File: config.mk
export PLATFORM = sky130hd
export DESIGN_NAME = stack_seq
export DESIGN_NICKNAME = d
export VERILOG_FILES = /design/src/rtl/stack_seq.sv
export SDC_FILE = /design/constraint.sdc
export NUM_CORES = 1
export LEC_CHECK = 0
export BUFFER_PORTS_ARGS = -buffer_cell sky130_fd_sc_hd__buf_4
export CORE_MARGIN = 5
export CORE_UTILIZATION = 50
export CTS_BUF_LIST = sky130_fd_sc_hd__clkbuf_4 sky130_fd_sc_hd__clkbuf_8
export DETAILED_ROUTE_END_ITERATION = 10
export PLACE_DENSITY = 0.79
export SLEW_MARGIN = 0
export SYNTH_ARGS = -nofsm -noshare
export SYNTH_HDL_FRONTEND = slang
export SYNTH_SLANG_ARGS = --single-unit
File: constraint.sdc
create_clock -name clk -period 2.28 [get_ports clk]
set_clock_uncertainty 0.2 [all_clocks]
set_input_delay 0.456 -clock clk [delete_from_list [all_inputs] [get_ports clk]]
set_output_delay 0.456 -clock clk [all_outputs]
set_load 0.02 [all_outputs]
File: src/rtl/stack_seq.sv
module stack_seq #(
  parameter int PCW = 14,
  parameter int AW  = 8
) (
  input  logic           clk,
  input  logic           rst_n,
  input  logic           cmd_valid,
  input  logic [2:0]     cmd_op,
  input  logic [PCW-1:0] cmd_pc,
  input  logic           cmd_carry,
  input  logic           cmd_zero,
  input  logic [7:0]     cmd_data,
  output logic           busy,
  output logic           done,
  output logic [AW-1:0]  ram_addr,
  output logic           ram_we,
  output logic [7:0]     ram_wdata,
  output logic           ram_re,
  input  logic [7:0]     ram_rdata,
  output logic [PCW-1:0] ret_pc,
  output logic           ret_carry,
  output logic           ret_zero,
  output logic           pc_load,
  output logic           flags_load,
  output logic [7:0]     pop_data,
  output logic           int_en,
  output logic [AW-1:0]  psp,
  output logic [AW-1:0]  dsp
);
  localparam int HIW = PCW - 8;

  localparam logic [2:0] OP_CALL = 3'd0, OP_RET = 3'd1, OP_RETI = 3'd2,
                         OP_IENT = 3'd3, OP_PUSH = 3'd4, OP_POP = 3'd5,
                         OP_LDP  = 3'd6;

  typedef enum logic [3:0] {
    S_IDLE, S_W1, S_W2, S_RD2, S_RD1, S_CAP, S_PUSH, S_POP, S_DONE
  } state_t;

  state_t         st;
  logic [2:0]     op_q;
  logic [PCW-1:0] pc_q;
  logic           c_q, z_q;
  logic [7:0]     d_q;
  logic [7:0]     lo_q;
  logic [7:0]     hi_q;

  wire accept = (st == S_IDLE) && cmd_valid;

  assign busy  = (st != S_IDLE);
  assign done  = (st == S_DONE);
  assign ram_we = (st == S_W1) || (st == S_W2) || (st == S_PUSH);
  assign ram_re = (st == S_RD2) || (st == S_RD1) || (st == S_POP);

  always_comb begin
    case (st)
      S_W1, S_W2:   ram_addr = psp;
      S_RD2, S_RD1: ram_addr = psp - 1'b1;
      S_PUSH:       ram_addr = dsp - 1'b1;
      S_POP:        ram_addr = dsp;
      default:      ram_addr = '0;
    endcase
    case (st)
      S_W1:    ram_wdata = {c_q, z_q, pc_q[PCW-1:8]};
      S_W2:    ram_wdata = pc_q[7:0];
      S_PUSH:  ram_wdata = d_q;
      default: ram_wdata = '0;
    endcase
  end

  assign ret_pc     = {hi_q[HIW-1:0], lo_q};
  assign ret_carry  = hi_q[7];
  assign ret_zero   = hi_q[6];
  assign pc_load    = done && (op_q == OP_RET || op_q == OP_RETI);
  assign flags_load = done && (op_q == OP_RETI);

  always_ff @(posedge clk or negedge rst_n) begin
    if (!rst_n) begin
      st       <= S_IDLE;
      op_q     <= '0;
      pc_q     <= '0;
      c_q      <= 1'b0;
      z_q      <= 1'b0;
      d_q      <= '0;
      lo_q     <= '0;
      hi_q     <= '0;
      pop_data <= '0;
      int_en   <= 1'b0;
      psp      <= '0;
      dsp      <= '0;
    end else begin
      case (st)
        S_IDLE: if (accept) begin
          op_q <= cmd_op;
          pc_q <= cmd_pc;
          c_q  <= cmd_carry;
          z_q  <= cmd_zero;
          d_q  <= cmd_data;
          case (cmd_op)
            OP_CALL, OP_IENT: st <= S_W1;
            OP_RET, OP_RETI:  st <= S_RD2;
            OP_PUSH:          st <= S_PUSH;
            OP_POP:           st <= S_POP;
            OP_LDP: begin
              psp <= cmd_data;
              st  <= S_DONE;
            end
            default:          st <= S_IDLE;
          endcase
        end
        S_W1: begin
          psp <= psp + 1'b1;
          st  <= S_W2;
        end
        S_W2: begin
          psp <= psp + 1'b1;
          st  <= S_DONE;
        end
        S_RD2: begin
          psp <= psp - 1'b1;
          st  <= S_RD1;
        end
        S_RD1: begin
          lo_q <= ram_rdata;
          psp  <= psp - 1'b1;
          st   <= S_CAP;
        end
        S_CAP: begin
          if (op_q == OP_POP) pop_data <= ram_rdata;
          else                hi_q     <= ram_rdata;
          st <= S_DONE;
        end
        S_PUSH: begin
          dsp <= dsp - 1'b1;
          st  <= S_DONE;
        end
        S_POP: begin
          dsp <= dsp + 1'b1;
          st  <= S_CAP;
        end
        S_DONE: begin
          if (op_q == OP_IENT) int_en <= 1'b0;
          if (op_q == OP_RETI) int_en <= 1'b1;
          st <= S_IDLE;
        end
        default: st <= S_IDLE;
      endcase
    end
  end

  AST_DONE_PULSE: assert property (@(posedge clk) disable iff (!rst_n)
    done |=> !done);
  AST_STROBE_EXCL: assert property (@(posedge clk) disable iff (!rst_n)
    !(ram_we && ram_re));
  AST_PUSH_PREDEC: assert property (@(posedge clk) disable iff (!rst_n)
    (st == S_PUSH) |=> dsp == $past(dsp) - 8'd1);
  AST_PSP_UP: assert property (@(posedge clk) disable iff (!rst_n)
    (st == S_W2) |=> psp == $past(psp) + 8'd1);
  AST_LDP_VALUE: assert property (@(posedge clk) disable iff (!rst_n)
    (accept && cmd_op == OP_LDP) |=> psp == $past(cmd_data));
  AST_IENT_MASK: assert property (@(posedge clk) disable iff (!rst_n)
    (done && op_q == OP_IENT) |=> !int_en);
  AST_PC_LOAD_DONE: assert property (@(posedge clk) disable iff (!rst_n)
    pc_load |-> done);
  AST_FLAGS_WITH_PC: assert property (@(posedge clk) disable iff (!rst_n)
    flags_load |-> pc_load);
endmodule

# After elaboration in Yosys (flattened, before gate mapping)

Index checks and enable logic that the tools add are counted.

$add $sub $neg: 4
Equal/unequal tests: 20
Shifts and indexed selects: 0
Reduce and logical (&&, ||, !) cells: 25
Divide/modulo/power cells: 0
Bitwise gates (word level): 1
$lt $le $gt $ge: 0
$mul: 0
Multiplexer cells: 11

Operators with widths:

| cell                | count |
|---|---|
| $pmux 8 s3          | 2 |
| $pmux 4 s5          | 2 |
| $pmux 8 s4          | 1 |
| $add 8x1->8 const B | 2 |
| $eq 4x3->1 const B  | 4 |
| $mux 8              | 2 |
| $pmux 8 s2          | 1 |
| $sub 8x1->8 const B | 2 |
| $eq 3x2->1 const B  | 4 |
| $eq 3x3->1 const B  | 4 |
| $reduce_or 2->1     | 5 |
| $eq 4x2->1 const B  | 2 |
| $reduce_and 2->1    | 4 |
| $eq 3x1->1 const B  | 2 |
| $logic_or 1x1->1    | 5 |
| $eq 4x1->1 const B  | 1 |
| $eq 4x4->1 const B  | 1 |
| $logic_not 4->1     | 1 |
| $mux 4              | 1 |
| $reduce_bool 2->1   | 2 |
| $reduce_bool 4->1   | 1 |
| $logic_and 1x1->1   | 3 |
| $logic_not 3->1     | 1 |
| $reduce_and 3->1    | 1 |
| 6 further kinds     | 7 |

Bits in registers: 72
Memories: 0
Bits in read-only memories: 0
Bits in latches: 0
Word-level logic and storage cells: 73
Output and inout bits: 63
Memory bits (writable): 0

# Logic depth before layout (Yosys ltp)

Word-level depth: 5
Gate-level depth with buffers: 7
Depth with buffers taken out: 6

# Worst setup path after synthesis

Ideal clock, no wire load.

Path kind: reg2out
From: register dsp[3]
To: output ram_addr[7]
Required time: 1.624 ns
Arrival time: 2.024 ns
Path slack: -0.400 ns
Buffers on the path: 1
Cell stages (with the launch flop): 6
Path through: dfrtp_1 -> clkbuf_1 -> or4_1 -> or3_1 -> xor2_1 -> o211ai_1

Longest elaborated chain between the ends: 2

RTL lines:

| element                  | line | text |
|---|---|---|
| start: declaration       | 28   | `output logic [AW-1:0] dsp` |
| start signal: assignment | 134  | `dsp <= dsp - 1'b1;` |
| start signal: assignment | 138  | `dsp <= dsp + 1'b1;` |
| $sub 8x1->8              | 59   | `S_PUSH: ram_addr = dsp - 1'b1;` |
| $pmux 8 s4               | 56   | `case (st)` |
| end: declaration         | 15   | `output logic [AW-1:0] ram_addr,` |

Every way passes these cells.

# Worst setup path in the final report

From: register st[0]
To: output ram_addr[7]

Longest elaborated chain between the ends: 3
Elaborated cells between the ends (all ways): 9

RTL lines:

| element                                  | line | text |
|---|---|---|
| start: declaration                       | 40   | `state_t st;` |
| start signal: assignment                 | 79   | `st <= S_IDLE;` |
| start signal: assignment                 | 100  | `OP_CALL, OP_IENT: st <= S_W1;` |
| start signal: assignment                 | 101  | `OP_RET, OP_RETI: st <= S_RD2;` |
| $eq 4x2->1, or another cell as far along | 56   |  |
| $reduce_or 2->1 (no line)                | n/a  |  |
| $pmux 8 s4 (*)                           | 56   |  |

Every way passes the cells marked *; elsewhere a longest branch is shown, timed or not.

==> results_dict.tcl <==
set metrics [dict create \
    synth-seq-area-share_pct 46.2 \
    syn_area_per_cell_sq_um 9.78 \
    drt_iter0_drc 344 \
    ys_ff_latch 72 \
    dpl.cell_count 635 \
    synthArstFlopShare_pct 100 \
    fin_crit_ns 2.82 \
    synth_area_sq_um 3900 \
    rsz0062_at_grt "yes" \
    yosys.area.top_type "dfrtp_1" \
    fill_cells 440 \
    max_freq_mhz 355 \
    whs_ns 0.0971 \
    drive_above_1_share_pct 54.9 \
    yosysMostFrequentCell "dfrtp_1" \
    worstSetupStartpointType "register" \
    cts_buffer_depth 2 \
    cp.arrival_ns 2.16 \
    synthCells 399 \
    place_hpwl_microns 8360 \
    numPortBuffers 100 \
    insertion_delay_ns 0.35 \
    grt_max_degree 45 \
    die_w_microns 98.3 \
    dieArea_sq_um 9670 \
    yosysWarningCount 0 \
    fin_nets 622 \
    grt_pass1_wl_microns 20500 \
    synth_commonest_cells "dfrtp_1, nand2_1, mux2_2" \
    max-vdd-ir-drop_v 0.000966 \
    crit_path_end_kind "primary output" \
    clockRootBuffer "clkbuf_8" \
    powerDensity_nw_per_um2 1760 \
    finalSetupViolations 28 \
    violations "setup timing" \
    cts.sinks 72 \
    row_count 32 \
    initial_core_util_pct 51.0 \
    fin_cells 687 \
    syn_nets 441 \
    finalWirelength_microns 14000 \
    synth-edff-count 0 \
    cts_made_buffers 9 \
    fin_ws_ns -0.539 \
    path_clk_slew_ns 0.09 \
    first_pass_iters 5 \
    syn_to_final_growth_pct 60.0 \
    drc_errors 0 \
    via_per_inst 5.94 \
    maxCapViolCount 0 \
    synth_cell_types 56 \
    track_usage_pct 26.1 \
    fin_area_sq_um 6240 \
    status "finished with violations" \
    totalPowerFinal_mw 11.0 \
    ant_nets 0 \
    grt_pass1_vias 4083 \
    crit_type "reg -> out" \
    hold_viol_final 0 \
    ios 101 \
    place_area_sq_um 5200 \
    worst_pin_slew_ns 0.489 \
    slew_viol_final 0 \
    antenna_found_initial 0 \
    hp-class "in -> reg" \
    max_slew_margin_pct 67.1 \
    ys.flop_type "dfrtp_1" \
    overflow 0 \
    cp.required_ns 1.62 \
    wl_per_cell_microns 20.4 \
    yosys.area.top_type_share_pct 46.2 \
    coreArea_sq_um 7650 \
    place_congestion 0.962 \
    crit_fanout 4 \
    period_share_pct 124 \
    power.leakage_nw 2.90 \
    pre_cts_slack_ns -0.202 \
    cts_tree "built" \
    vias 4082 \
    die_h_microns 98.3 \
    cts_max_level 3 \
    antenna_cells 0 \
    yosys-top-cells-area "dfrtp_1, mux2_2, nand2_1, nor2_1, o21ai_0" \
]
layout make-up:
type	instances	area [sq um]	area share, %
multi-input cells	292	2370	37.9
flip-flops and latches	72	1810	28.9
repair buffers	194	1700	27.2
clock buffers	10	131	2.10
well taps	102	128	2.04
clock inverters	6	68.8	1.10
inverters	11	45.0	0.721
repair_timing:
action | CTS | global route
endpoints found under the setup margin | 23 | 43
endpoints found under the hold margin | 28 | 0
pin swaps | 40 | 14
buffers inserted | 22 | 12
hold buffers | 1 | 0
gates cloned | 1 | 2
resized for setup | 77 | 45
layout by cell type (no fill, tap or decap), types with 4 or more instances in the layout:
| master | count |
|---|---|
| buf_4 | 152 |
| dfrtp_1 | 69 |
| nand2_1 | 56 |
| mux2_2 | 42 |
| buf_6 | 30 |
| nor2_1 | 24 |
| o21ai_0 | 13 |
| inv_1 | 9 |
| clkbuf_8 | 9 |
| xnor2_1 | 8 |
| a22oi_2 | 8 |
| a21oi_1 | 7 |
| nor3_1 | 6 |
| xor2_1 | 6 |
| nand3_1 | 5 |
| buf_12 | 5 |
| nor3_2 | 4 |
| a21oi_4 | 4 |
| and2_1 | 4 |
| o21a_1 | 4 |
| and3_1 | 4 |
| buf_8 | 4 |
critical path, stage by stage, from the launching register on:
cell      delay, ns
dfrtp_1        0.45
or3_1          0.44
or3_4          0.40
xor2_2         0.16
o211ai_1       0.18
buf_4          0.17
where the power goes:
part	total [mW]	leakage, nW	internal [mW]	switching (mW)
combinational	7.52	1.94	3.61	3.91
clock	1.06	0.100	0.524	0.534
sequential	2.39	0.858	1.92	0.471
total	11.0	2.90	6.05	4.92
per-stage QoR:
step                      util, %  setup TNS [ns]
after global routing         81.6           -8.56
after global placement       68.0          -0.284
after floorplan                 -          -0.377
final                        81.6           -7.75
after detailed placement     68.0          -0.580
after CTS                    77.0           -6.08
kinds of logic (layout without fill, tap and decap cells):
| group | count (synthesis) | count (layout) | synth area share [%] |
|---|---|---|---|
| AO/OA/AOI/OAI | 85 | 85 | 15.1 |
| XOR/XNOR | 16 | 16 | 3.59 |
| adder cells (fa/ha/maj) | 4 | 4 | 1.28 |
| buffers and inverters | 35 | 221 | 3.88 |
| flip-flops | 72 | 72 | 46.2 |
| multiplexers | 44 | 44 | 12.6 |
| AND/OR/NAND/NOR | 143 | 143 | 17.3 |
flip-flops by register name, summed over array words and instances, names as in the netlist:
signal    cells
int_en        1
dsp           8
op_q          3
hi_q          8
st            4
c_q           1
pop_data      8
lo_q          8
d_q           8
z_q           1
pc_q         14
psp           8
layer usage:
layer / share of wire (%) / GRT usage [%]
met2: 50 / 43.3
met4: 4.3 / 12.2
met5: 0 / 0
met1: 39 / 32.1
met3: 6.4 / 6.43
final timing paths:
kind,start,to,slack [ns],cells past startpoint
setup / recovery,st[0],ram_addr[7],-0.54,5
hold / removal,ram_rdata[3],lo_q[3],0.1,3
setup reg to reg,st[0],psp[3],-0.22,9
hold reg to reg,lo_q[1],lo_q[1],0.29,2
max in group asynchronous,rst_n,dsp[3],0.94,3
min in group asynchronous,rst_n,c_q,0.35,2
Note: power is estimated with default switching activity, not from simulation.
